$ cat config.mk
export PLATFORM = sky130hd
export DESIGN_NAME = dbg_loader_ctrl
export DESIGN_NICKNAME = d
export VERILOG_FILES = /design/src/rtl/dbg_loader_pkg.sv /design/src/rtl/dbg_word_buf.sv /design/src/rtl/dbg_frame_parser.sv /design/src/rtl/dbg_exec.sv /design/src/rtl/dbg_loader_ctrl.sv
export SDC_FILE = /design/constraint.sdc
export NUM_CORES = 1
export LEC_CHECK = 0
export BUFFER_PORTS_ARGS = -buffer_cell sky130_fd_sc_hd__buf_2
export CORE_AREA = 2 2 278 280
export CTS_CLUSTER_DIAMETER = 80
export CTS_CLUSTER_SIZE = 14
export DETAILED_ROUTE_END_ITERATION = 8
export DIE_AREA = 0 0 280 282
export GPL_ROUTABILITY_DRIVEN = 0
export SYNTH_ARGS = -nofsm -noshare
export SYNTH_HDL_FRONTEND = slang
export SYNTH_SLANG_ARGS = --single-unit
$ cat constraint.sdc
create_clock -name clk -period 6.36 [get_ports clk]
set_input_delay 0.636 -clock clk [delete_from_list [all_inputs] [get_ports clk]]
set_output_delay 0.636 -clock clk [all_outputs]
set_load 0.05 [all_outputs]
$ cat src/rtl/dbg_loader_pkg.sv
package dbg_loader_pkg;
  localparam logic [7:0] SYNC_HI  = 8'h5A;
  localparam logic [7:0] SYNC_LO  = 8'hA5;
  localparam logic [7:0] ACK_CODE = 8'hAC;
  localparam logic [7:0] OP_STORE = 8'h01;
  localparam logic [7:0] OP_FETCH = 8'h02;
  localparam logic [7:0] OP_RUN   = 8'h03;
  localparam logic [7:0] OP_HALT  = 8'h04;

  typedef enum logic [2:0] {
    PS_SYNC0, PS_SYNC1, PS_CMD, PS_ADDR, PS_LEN, PS_PAY, PS_CHK
  } pstate_e;

  typedef enum logic [3:0] {
    XS_IDLE, XS_WFETCH, XS_WSTORE, XS_RREQ, XS_RWAIT, XS_RCAP,
    XS_RSEND, XS_ACK, XS_REL, XS_REL2
  } xstate_e;

  typedef struct packed {
    logic [7:0]  op;
    logic [31:0] addr;
    logic [7:0]  len;
  } cmd_t;
endpackage

$ cat src/rtl/dbg_word_buf.sv
module dbg_word_buf #(
  parameter int DEPTH = 16,
  parameter int AW    = 4
) (
  input  logic          clk,
  input  logic          we,
  input  logic [AW-1:0] waddr,
  input  logic [31:0]   wdata,
  input  logic [AW-1:0] raddr,
  output logic [31:0]   rdata
);
  logic [31:0] store [DEPTH];

  always_ff @(posedge clk) begin
    if (we) store[waddr] <= wdata;
    rdata <= store[raddr];
  end
endmodule

$ cat src/rtl/dbg_frame_parser.sv
module dbg_frame_parser
  import dbg_loader_pkg::*;
#(
  parameter int MAX_WORDS   = 16,
  parameter int TIMEOUT_CYC = 65535,
  parameter int BUF_AW      = 4,
  parameter int IDX_W       = 5
) (
  input  logic              clk,
  input  logic              rst,
  input  logic              rx_valid,
  input  logic [7:0]        rx_data,
  input  logic              block_i,
  input  logic              held_i,
  output logic              buf_we,
  output logic [BUF_AW-1:0] buf_waddr,
  output logic [31:0]       buf_wdata,
  output logic              cmd_valid,
  output cmd_t              cmd
);
  localparam int TW = $clog2(TIMEOUT_CYC + 1);

  pstate_e          state;
  logic [7:0]       chk;
  logic [1:0]       bcnt;
  logic [IDX_W-1:0] widx;
  logic [31:0]      wsr;
  logic [TW-1:0]    idle;
  logic             take;
  logic             mem_op;

  assign take   = rx_valid && !block_i && !cmd_valid;
  assign mem_op = (cmd.op == OP_STORE) || (cmd.op == OP_FETCH);

  always_ff @(posedge clk) begin
    if (rst) begin
      state     <= PS_SYNC0;
      cmd_valid <= 1'b0;
      buf_we    <= 1'b0;
      buf_waddr <= '0;
      buf_wdata <= '0;
      cmd       <= '0;
      chk       <= '0;
      bcnt      <= '0;
      widx      <= '0;
      wsr       <= '0;
      idle      <= '0;
    end else begin
      cmd_valid <= 1'b0;
      buf_we    <= 1'b0;
      if (take || state == PS_SYNC0) idle <= '0;
      else idle <= idle + 1'b1;

      if (!take && state != PS_SYNC0 && idle == TW'(TIMEOUT_CYC - 1)) begin
        state <= PS_SYNC0;
      end else if (take) begin
        case (state)
          PS_SYNC0: if (rx_data == SYNC_HI) state <= PS_SYNC1;
          PS_SYNC1: begin
            if (rx_data == SYNC_LO) state <= PS_CMD;
            else if (rx_data != SYNC_HI) state <= PS_SYNC0;
          end
          PS_CMD: begin
            cmd.op <= rx_data;
            chk    <= rx_data;
            bcnt   <= '0;
            if ((((rx_data == OP_STORE) || (rx_data == OP_FETCH)) && held_i) ||
                (rx_data == OP_RUN) || (rx_data == OP_HALT))
              state <= PS_ADDR;
            else
              state <= PS_SYNC0;
          end
          PS_ADDR: begin
            cmd.addr <= {rx_data, cmd.addr[31:8]};
            chk      <= chk ^ rx_data;
            bcnt     <= bcnt + 1'b1;
            if (bcnt == 2'd3) state <= PS_LEN;
          end
          PS_LEN: begin
            cmd.len <= rx_data;
            chk     <= chk ^ rx_data;
            widx    <= '0;
            bcnt    <= '0;
            if (mem_op && rx_data > 8'(MAX_WORDS)) state <= PS_SYNC0;
            else if (cmd.op == OP_STORE && rx_data != 8'd0) state <= PS_PAY;
            else state <= PS_CHK;
          end
          PS_PAY: begin
            wsr  <= {rx_data, wsr[31:8]};
            chk  <= chk ^ rx_data;
            bcnt <= bcnt + 1'b1;
            if (bcnt == 2'd3) begin
              buf_we    <= 1'b1;
              buf_waddr <= widx[BUF_AW-1:0];
              buf_wdata <= {rx_data, wsr[31:8]};
              widx      <= widx + 1'b1;
              if (8'(widx) + 8'd1 == cmd.len) state <= PS_CHK;
            end
          end
          PS_CHK: begin
            if (rx_data == chk) cmd_valid <= 1'b1;
            state <= PS_SYNC0;
          end
          default: state <= PS_SYNC0;
        endcase
      end
    end
  end
endmodule

$ cat src/rtl/dbg_exec.sv
module dbg_exec
  import dbg_loader_pkg::*;
#(
  parameter int          BUF_AW   = 4,
  parameter int          IDX_W    = 5,
  parameter logic [31:0] RESET_PC = 32'h0
) (
  input  logic              clk,
  input  logic              rst,
  input  logic              cmd_valid,
  input  cmd_t              cmd,
  output logic              busy,
  output logic [BUF_AW-1:0] buf_raddr,
  input  logic [31:0]       buf_rdata,
  output logic              mem_we,
  output logic              mem_re,
  output logic [31:0]       mem_addr,
  output logic [31:0]       mem_wdata,
  input  logic [31:0]       mem_rdata,
  output logic              dbg_tx_valid,
  output logic [7:0]        dbg_tx_data,
  output logic              tx_owner_dbg,
  output logic              cpu_hold,
  output logic [31:0]       cpu_start_pc
);
  xstate_e          st;
  cmd_t             cur;
  logic [IDX_W-1:0] idx;
  logic [1:0]       bsel;
  logic [31:0]      shreg;
  logic             last_word;
  logic [31:0]      word_addr;

  assign busy      = (st != XS_IDLE);
  assign buf_raddr = idx[BUF_AW-1:0];
  assign last_word = (8'(idx) + 8'd1 == cur.len);
  assign word_addr = cur.addr + (32'(idx) << 2);

  always_ff @(posedge clk) begin
    if (rst) begin
      st           <= XS_IDLE;
      cur          <= '0;
      idx          <= '0;
      bsel         <= '0;
      shreg        <= '0;
      mem_we       <= 1'b0;
      mem_re       <= 1'b0;
      mem_addr     <= '0;
      mem_wdata    <= '0;
      dbg_tx_valid <= 1'b0;
      dbg_tx_data  <= '0;
      tx_owner_dbg <= 1'b0;
      cpu_hold     <= 1'b1;
      cpu_start_pc <= RESET_PC;
    end else begin
      mem_we       <= 1'b0;
      mem_re       <= 1'b0;
      dbg_tx_valid <= 1'b0;
      case (st)
        XS_IDLE: if (cmd_valid) begin
          cur          <= cmd;
          idx          <= '0;
          tx_owner_dbg <= 1'b1;
          if (cmd.op == OP_STORE)      st <= (cmd.len == 8'd0) ? XS_ACK : XS_WFETCH;
          else if (cmd.op == OP_FETCH) st <= (cmd.len == 8'd0) ? XS_ACK : XS_RREQ;
          else begin
            if (cmd.op == OP_HALT) cpu_hold <= 1'b1;
            st <= XS_ACK;
          end
        end
        XS_WFETCH: st <= XS_WSTORE;
        XS_WSTORE: begin
          mem_we    <= 1'b1;
          mem_addr  <= word_addr;
          mem_wdata <= buf_rdata;
          idx       <= idx + 1'b1;
          st        <= last_word ? XS_ACK : XS_WFETCH;
        end
        XS_RREQ: begin
          mem_re   <= 1'b1;
          mem_addr <= word_addr;
          st       <= XS_RWAIT;
        end
        XS_RWAIT: st <= XS_RCAP;
        XS_RCAP: begin
          shreg <= mem_rdata;
          bsel  <= '0;
          st    <= XS_RSEND;
        end
        XS_RSEND: begin
          dbg_tx_valid <= 1'b1;
          dbg_tx_data  <= shreg[7:0];
          shreg        <= {8'h00, shreg[31:8]};
          bsel         <= bsel + 1'b1;
          if (bsel == 2'd3) begin
            idx <= idx + 1'b1;
            st  <= last_word ? XS_ACK : XS_RREQ;
          end
        end
        XS_ACK: begin
          dbg_tx_valid <= 1'b1;
          dbg_tx_data  <= ACK_CODE;
          st           <= (cur.op == OP_RUN) ? XS_REL : XS_IDLE;
        end
        XS_REL: begin
          cpu_start_pc <= cur.addr;
          st           <= XS_REL2;
        end
        XS_REL2: begin
          cpu_hold     <= 1'b0;
          tx_owner_dbg <= 1'b0;
          st           <= XS_IDLE;
        end
        default: st <= XS_IDLE;
      endcase
    end
  end
endmodule

$ cat src/rtl/dbg_loader_ctrl.sv
module dbg_loader_ctrl
  import dbg_loader_pkg::*;
#(
  parameter int          MAX_WORDS   = 16,
  parameter int          TIMEOUT_CYC = 65535,
  parameter logic [31:0] RESET_PC    = 32'h0
) (
  input  logic        clk,
  input  logic        rst,
  input  logic        rx_valid,
  input  logic [7:0]  rx_data,
  output logic        cpu_rx_valid,
  output logic [7:0]  cpu_rx_data,
  input  logic        cpu_tx_valid,
  input  logic [7:0]  cpu_tx_data,
  output logic        tx_valid,
  output logic [7:0]  tx_data,
  output logic        tx_owner_dbg,
  output logic        cpu_hold,
  output logic [31:0] cpu_start_pc,
  output logic        mem_we,
  output logic        mem_re,
  output logic [31:0] mem_addr,
  output logic [31:0] mem_wdata,
  input  logic [31:0] mem_rdata
);
  localparam int BUF_AW = (MAX_WORDS > 1) ? $clog2(MAX_WORDS) : 1;
  localparam int IDX_W  = BUF_AW + 1;

  logic              busy;
  logic              buf_we;
  logic [BUF_AW-1:0] buf_waddr;
  logic [BUF_AW-1:0] buf_raddr;
  logic [31:0]       buf_wdata;
  logic [31:0]       buf_rdata;
  logic              cmd_valid;
  cmd_t              cmd;
  logic              dbg_tx_valid;
  logic [7:0]        dbg_tx_data;

  assign cpu_rx_valid = rx_valid;
  assign cpu_rx_data  = rx_data;
  assign tx_valid     = tx_owner_dbg ? dbg_tx_valid : cpu_tx_valid;
  assign tx_data      = tx_owner_dbg ? dbg_tx_data  : cpu_tx_data;

  dbg_frame_parser #(
    .MAX_WORDS(MAX_WORDS), .TIMEOUT_CYC(TIMEOUT_CYC), .BUF_AW(BUF_AW), .IDX_W(IDX_W)
  ) u_parser (
    .clk(clk), .rst(rst), .rx_valid(rx_valid), .rx_data(rx_data),
    .block_i(busy), .held_i(cpu_hold),
    .buf_we(buf_we), .buf_waddr(buf_waddr), .buf_wdata(buf_wdata),
    .cmd_valid(cmd_valid), .cmd(cmd)
  );

  dbg_word_buf #(.DEPTH(MAX_WORDS), .AW(BUF_AW)) u_buf (
    .clk(clk), .we(buf_we), .waddr(buf_waddr), .wdata(buf_wdata),
    .raddr(buf_raddr), .rdata(buf_rdata)
  );

  dbg_exec #(.BUF_AW(BUF_AW), .IDX_W(IDX_W), .RESET_PC(RESET_PC)) u_exec (
    .clk(clk), .rst(rst), .cmd_valid(cmd_valid), .cmd(cmd), .busy(busy),
    .buf_raddr(buf_raddr), .buf_rdata(buf_rdata),
    .mem_we(mem_we), .mem_re(mem_re), .mem_addr(mem_addr),
    .mem_wdata(mem_wdata), .mem_rdata(mem_rdata),
    .dbg_tx_valid(dbg_tx_valid), .dbg_tx_data(dbg_tx_data),
    .tx_owner_dbg(tx_owner_dbg), .cpu_hold(cpu_hold), .cpu_start_pc(cpu_start_pc)
  );
endmodule

# ---- Yosys cells after proc, flatten, opt, wreduce, memory -nomap -nowiden
# Memory sizes are Yosys's and may differ from the RTL's. A register that Yosys moved wholly into a read port is not among the register bits.
# Index checks and enable logic that the tools add are counted.
dict set report totals {
  reg_bits 352
  mem_count 1
  mem_bits_rw 512
  elab_cells 183
}
dict set report classes {
  order_cmp 1
  muxes 46
  reduce_logical 51
  bitwise_logic 5
  n_addsub 8
  n_eq_ne 42
}
# memory words word_bits read_ports rd_ports_with_merged_regs wr line_no
set mem_list {}
lappend mem_list {u_buf.store 16 32 1 1 1 dbg_word_buf.sv:12} ;# logic [31:0] store [DEPTH];
# operator n
set ops {}
lappend ops {{$pmux W32 S2} 1}
lappend ops {{$pmux W4 S9} 1}
lappend ops {{$mux W3} 11}
lappend ops {{$add A32 B7 Y32} 1}
lappend ops {{$eq A8 B2 Y1 const B} 4}
lappend ops {{$pmux W8 S2} 2}
lappend ops {{$eq A8 B8 Y1} 3}
lappend ops {{$reduce_and A3 Y1} 7}
lappend ops {{$mux W4} 5}
lappend ops {{$pmux W3 S6} 1}
lappend ops {{$add A16 B1 Y16 const B} 1}
lappend ops {{$eq A16 B16 Y1 const B} 1}
lappend ops {{$eq A4 B3 Y1 const B} 4}
lappend ops {{$eq A8 B1 Y1 const B} 2}
lappend ops {{$eq A8 B3 Y1 const B} 2}
lappend ops {{$mux W5} 3}
lappend ops {{$pmux W5 S3} 1}
lappend ops {{$mux W1} 13}
lappend ops {{$add A5 B1 Y6 const B} 2}
lappend ops {{$reduce_bool A2 Y1} 6}
lappend ops {{$reduce_or A2 Y1} 6}
lappend ops {{$add A5 B1 Y5 const B} 2}
lappend ops {{$ne A2 B1 Y1 const B} 5}
lappend ops {{$pmux W5 S2} 1}
lappend ops {{other kinds (35)} 68}

# ---- Logic depth before layout (Yosys ltp)
dict set report logic_depth {
  word_depth 9
  ltp_mapped 9
  mapped_depth_nobuf 8
}

# ---- By module
# Synthesis repeated with hierarchy kept, for this count alone.
dict set report unflattened {
  hier_cells 2588
  area_unflattened_um2 34072.7
}
# module instances cells_each area_per_inst_um2 seq_area_each_um2
set modules_own_cells {}
lappend modules_own_cells {dbg_word_buf 1 838 19835.3 16015.4}
lappend modules_own_cells {dbg_exec 1 995 8260.4 4003.8}
lappend modules_own_cells {dbg_frame_parser 1 736 5763.0 2882.8}
lappend modules_own_cells {dbg_loader_ctrl 1 19 214.0 0.0}

# ---- Least setup slack after synthesis
# OpenSTA, ideal clock, no wires.
dict set report synth_path {
  path_type {flip-flop to flip-flop}
  from {reg u_parser.buf_we}
  to {mem u_buf.store[0][0] (enable)}
  arrival_time_ns 3.042
  period_less_slack_ns 3.503
  slack_ns 2.857
  stages_incl_launch_ff 3
  path_cell_list {dfxtp_1 > or3b_2 > nor3_1}
}
dict set report synth_between {
  elab_chain_len 2
}
# element line_no
set synth_rtl {}
lappend synth_rtl {{from (decl)} dbg_frame_parser.sv:15} ;# output logic buf_we,
lappend synth_rtl {{from (signal assigned)} dbg_frame_parser.sv:39} ;# buf_we <= 1'b0;
lappend synth_rtl {{from (signal assigned)} dbg_frame_parser.sv:50} ;# buf_we <= 1'b0;
lappend synth_rtl {{from (signal assigned)} dbg_frame_parser.sv:93} ;# buf_we <= 1'b1;
lappend synth_rtl {{$mux W1} dbg_word_buf.sv:15} ;# if (we) store[waddr] <= wdata;
lappend synth_rtl {{$mux W1 (not written as such)} dbg_word_buf.sv:15}
lappend synth_rtl {{to (decl)} dbg_word_buf.sv:12}
# Every way passes these cells.

# ---- Worst setup path after layout
dict set report layout_path {
  from {reg u_exec.st[1]}
  to {reg u_parser.widx[4]}
}
dict set report layout_between {
  elab_chain_len 9
}
# element line_no
set layout_rtl {}
lappend layout_rtl {{from (decl)} dbg_exec.sv:26} ;# xstate_e st;
lappend layout_rtl {{from (signal assigned)} dbg_exec.sv:64} ;# if (cmd.op == OP_STORE) st <= (cmd.len == 8'd0) ? XS_ACK : XS_WFETCH;
lappend layout_rtl {{from (signal assigned)} dbg_exec.sv:65} ;# else if (cmd.op == OP_FETCH) st <= (cmd.len == 8'd0) ? XS_ACK : XS_RREQ;
lappend layout_rtl {{from (signal assigned)} dbg_exec.sv:77} ;# st <= last_word ? XS_ACK : XS_WFETCH;
lappend layout_rtl {{$reduce_bool A4 Y1 (*)} dbg_exec.sv:34} ;# assign busy = (st != XS_IDLE);
lappend layout_rtl {{$logic_not A1 Y1 (*)} dbg_frame_parser.sv:32} ;# assign take = rx_valid && !block_i && !cmd_valid;
lappend layout_rtl {{$logic_and A1 B1 Y1 (*) (2 in series)} dbg_frame_parser.sv:32}
lappend layout_rtl {{$logic_not A1 Y1} dbg_frame_parser.sv:54} ;# if (!take && state != PS_SYNC0 && idle == TW'(TIMEOUT_CYC - 1)) begin
lappend layout_rtl {{$logic_and A1 B1 Y1 (2 in series)} dbg_frame_parser.sv:54}
lappend layout_rtl {{$not A1 Y1 (no line)} --}
lappend layout_rtl {{$reduce_and A4 Y1 (no line) (*)} --}
lappend layout_rtl {{to (signal assigned)} dbg_frame_parser.sv:96} ;# widx <= widx + 1'b1;
lappend layout_rtl {{to (decl)} dbg_frame_parser.sv:26} ;# logic [IDX_W-1:0] widx;
# Mark *: on every way between the ends. The rest lies on a longest branch, timed or not.
# A chain may end at the register's enable or synchronous reset.

==> impl_results.md <==
* Yosys warns at 0
* Clk_lat worst skew at 620 ps
* Worst vdd rail ir drop at 262 µV
* TritonCTS buffer count at 73
* Largest net degree at the start of global routing at 119
* Filler cell count at 6438
* Number of synthesized flops with an enable pin at 512
* Crit-path slowest cell: nor3_4
* MaxCap Viol Count at 0
* Gr usage total at 20.0%
* DRC at 0
* Library cells used by synthesis at 59
* Most common library cells after synthesis: edfxtp_1, nand2_1, dfxtp_1
* Placed cell area at 35700 µm²
* Tmin final at 3510 ps
* Yosys reg bits at 888
* Post-synth top area cell: edfxtp_1
* Clock root cell: clkbuf_16
* Via count at 20300
* Clock transition at path regs at 70 ps
* Setup crit start kind: flip-flop
* Post-CTS Setup Repair Bufs at 0
* Setup violators final at 0
* Critical path class: flip-flop to flip-flop
* Synth top area share at 45.4%
* Std-Cell Rows at 101
* Pwr per Cell Area at 312 nW/µm²
* CP dominant cell by count: a21oi_1
* Grt met1 use at 27.8%
* Initial antenna violation count at 1
* Pre-antenna DRT Iters at 5
* Core ar. at 75700 µm²
* Hold WC Path Type: primary input to flip-flop
* RSZ-0062 raised after global routing: no
* Asr flop ratio synth at 0%
* Outcome: finished clean
* Area Overhead vs Synth at 11.6%
* Clk_skew at 22.6 ps
* Layout cell share with drive strength beyond 1 at 18.3%
* Crit-path max FO at 28
* Die width at 280 µm
* Final setup TNS at 0 ps
* First-pass GRT wire length at 120 mm
* H-tree depth at 3
* Avg Cell Area, Syn at 13.5 µm²
* Crit path to: u_parser.widx[4]
* Busiest grt layer: met2
* Starting DRT DRC Count at 1772
* Hold Buf Count CTS at 0
* Met3 Use GR at 3.16%
* Initial Util at 44.7%
* Design Area, Final at 37800 µm²
* Port Buf Inserts at 169
* R2R Path End: u_parser.widx[4]
* Crit path DAT at 3980 ps
* Worst r2r src: u_exec.st[1]
* Cells after synthesis at 2512
* Pre-CTS setup slack at 2830 ps
* Clock Tree Buf Depth at 3
* Fin. Hold Viols at 0
* Hold Path Origin: mem_rdata[26]
* Slew HR at 14.2%
* DR WL/cell at 21.7 µm
* Vias per cell at 5.57
* Die area at 79000 µm²
* Worst r2r path cells at 7
* Sequential area share after synthesis at 67.6%
* Crit path largest cell delay at 790 ps
* CTS tree: built
* Die height at 282 µm
* F_max at 0.285 GHz
* Met2 GRT Util at 32.9%
* Worst-Margin Slew at 1290 ps
* CP Capture Type: flip-flop
* Leak Pwr at 10.7 nW
* Final WL at 79.0 mm
* Top post-synthesis cells by area: edfxtp_1, dfxtp_1, mux4_2, nand2_1, a21oi_1
* Grt total ovfl at 0
* Critical path origin: u_exec.st[1]
* Io pins at 170
* CP cell instances: or4_4 -> nor3_4 -> and2_1 -> buf_4 -> a21oi_1 -> o21ai_0 -> a21oi_1
* # nets final at 2680
* Clock sink total at 888
* Slew Limit Fails at 0
* DRT antenna net count at 0
* Most frequent cell after synthesis: edfxtp_1
* Worst endpoint required time at 6830 ps
* Post-layout worst setup margin at 2850 ps
* Main synth FF type: edfxtp_1
* Vias in the first global route at 20200
* Post-Synthesis Net Count at 2576
* R2R setup slack at 2850 ps
* Dpl hpwl at 46.1 mm
* Combined area of all synthesized cells at 33900 µm²
* Final Cycle Share at 55.2%
* CTS resizes at 0
-- state kept, by name, summed over array words and instances (netlist names), 8 cells and up --
register	cells
u_exec.cpu_start_pc	32
u_parser.cmd	48
u_parser.idle	16
u_exec.dbg_tx_data	8
u_exec.mem_wdata	32
u_exec.shreg	32
u_exec.cur	48
u_parser.wsr	24
u_parser.chk	8
u_buf.rdata	32
u_parser.buf_wdata	32
u_buf.store	512
u_exec.mem_addr	32
-- metrics by stage --
step                      std cells  hold slack (ps)  power [mW]  util [%]
final                          3645              263        11.8      49.9
after global routing           3645              253        12.2      49.9
after CTS                      3644              241        11.9      49.9
after detailed placement       3519              433        7.73      47.1
after global placement         3519              431        7.71      47.1
after floorplan                2512              417        7.38         -
-- layout by cell type, fill, tap and decap left out, types with 28 or more instances in the layout --
cell	synthesis	layout
edfxtp_1	512	512
nor2_1	141	127
mux4_2	160	160
buf_4	10	34
clkbuf_16	0	75
a211oi_1	47	47
dfxtp_1	376	372
o21ai_0	41	41
a21oi_1	253	253
nand2_1	485	485
xor2_1	37	37
nand3_1	31	28
clkbuf_1	132	44
buf_2	14	168
-- cell type report --
cell class | instances | area, µm² | share of cell area [%]
clock buffer | 119 | 2040 | 5.40
tap | 978 | 1220 | 3.24
multi-input combinational | 1442 | 10400 | 27.5
sequential | 888 | 22900 | 60.6
clock inverter | 6 | 78.8 | 0.209
inverter | 8 | 30.0 | 0.0795
antenna | 1 | 2.50 | 0.00662
timing repair buffer | 203 | 1110 | 2.94
-- cells by family (layout without fill, tap and decap cells) --
group	after synthesis	count (layout)	synth area share, %
compound gates	394	394	6.59
xor+xnor	60	60	1.55
fa+ha+maj	12	12	0.465
buf+inv	182	336	2.20
flops	888	888	67.6
mux	194	194	11.7
other cells	0	1	0
simple gates	782	782	9.89
-- layer usage --
layer / routed length, µm / vias to the layer above
met5: 0 / -
met2: 38600 / 502
met4: 1310 / 0
met1: 35000 / 10300
met3: 4060 / 112
li1: - / 9410
-- how the worst min path moves through the flow --
stage,endpoint,slack [ps],cells after the start
after floorplan,u_exec.mem_wdata[0],420,2
after global placement,u_exec.mem_wdata[3],430,2
after detailed placement,u_exec.mem_wdata[31],430,2
after CTS,u_exec.shreg[26],240,3
after global routing,u_exec.shreg[26],250,3
final,u_exec.shreg[26],260,3
-- critical path: cells and delay by family, from the launching register on --
family,cells,cell delay (ps)
AND/OR/NAND/NOR,3,2030
flip-flops,1,490
AO/OA/AOI/OAI,3,420
buffers and inverters,1,380
-- report_power, final --
group | leakage [nW] | switching, mW | internal, mW
registers | 6.57 | 0.141 | 6.17
logic | 3.11 | 0.941 | 0.341
clock network | 1.01 | 2.00 | 2.21
total | 10.7 | 3.08 | 8.72
Note: power is estimated with default switching activity, not from simulation.
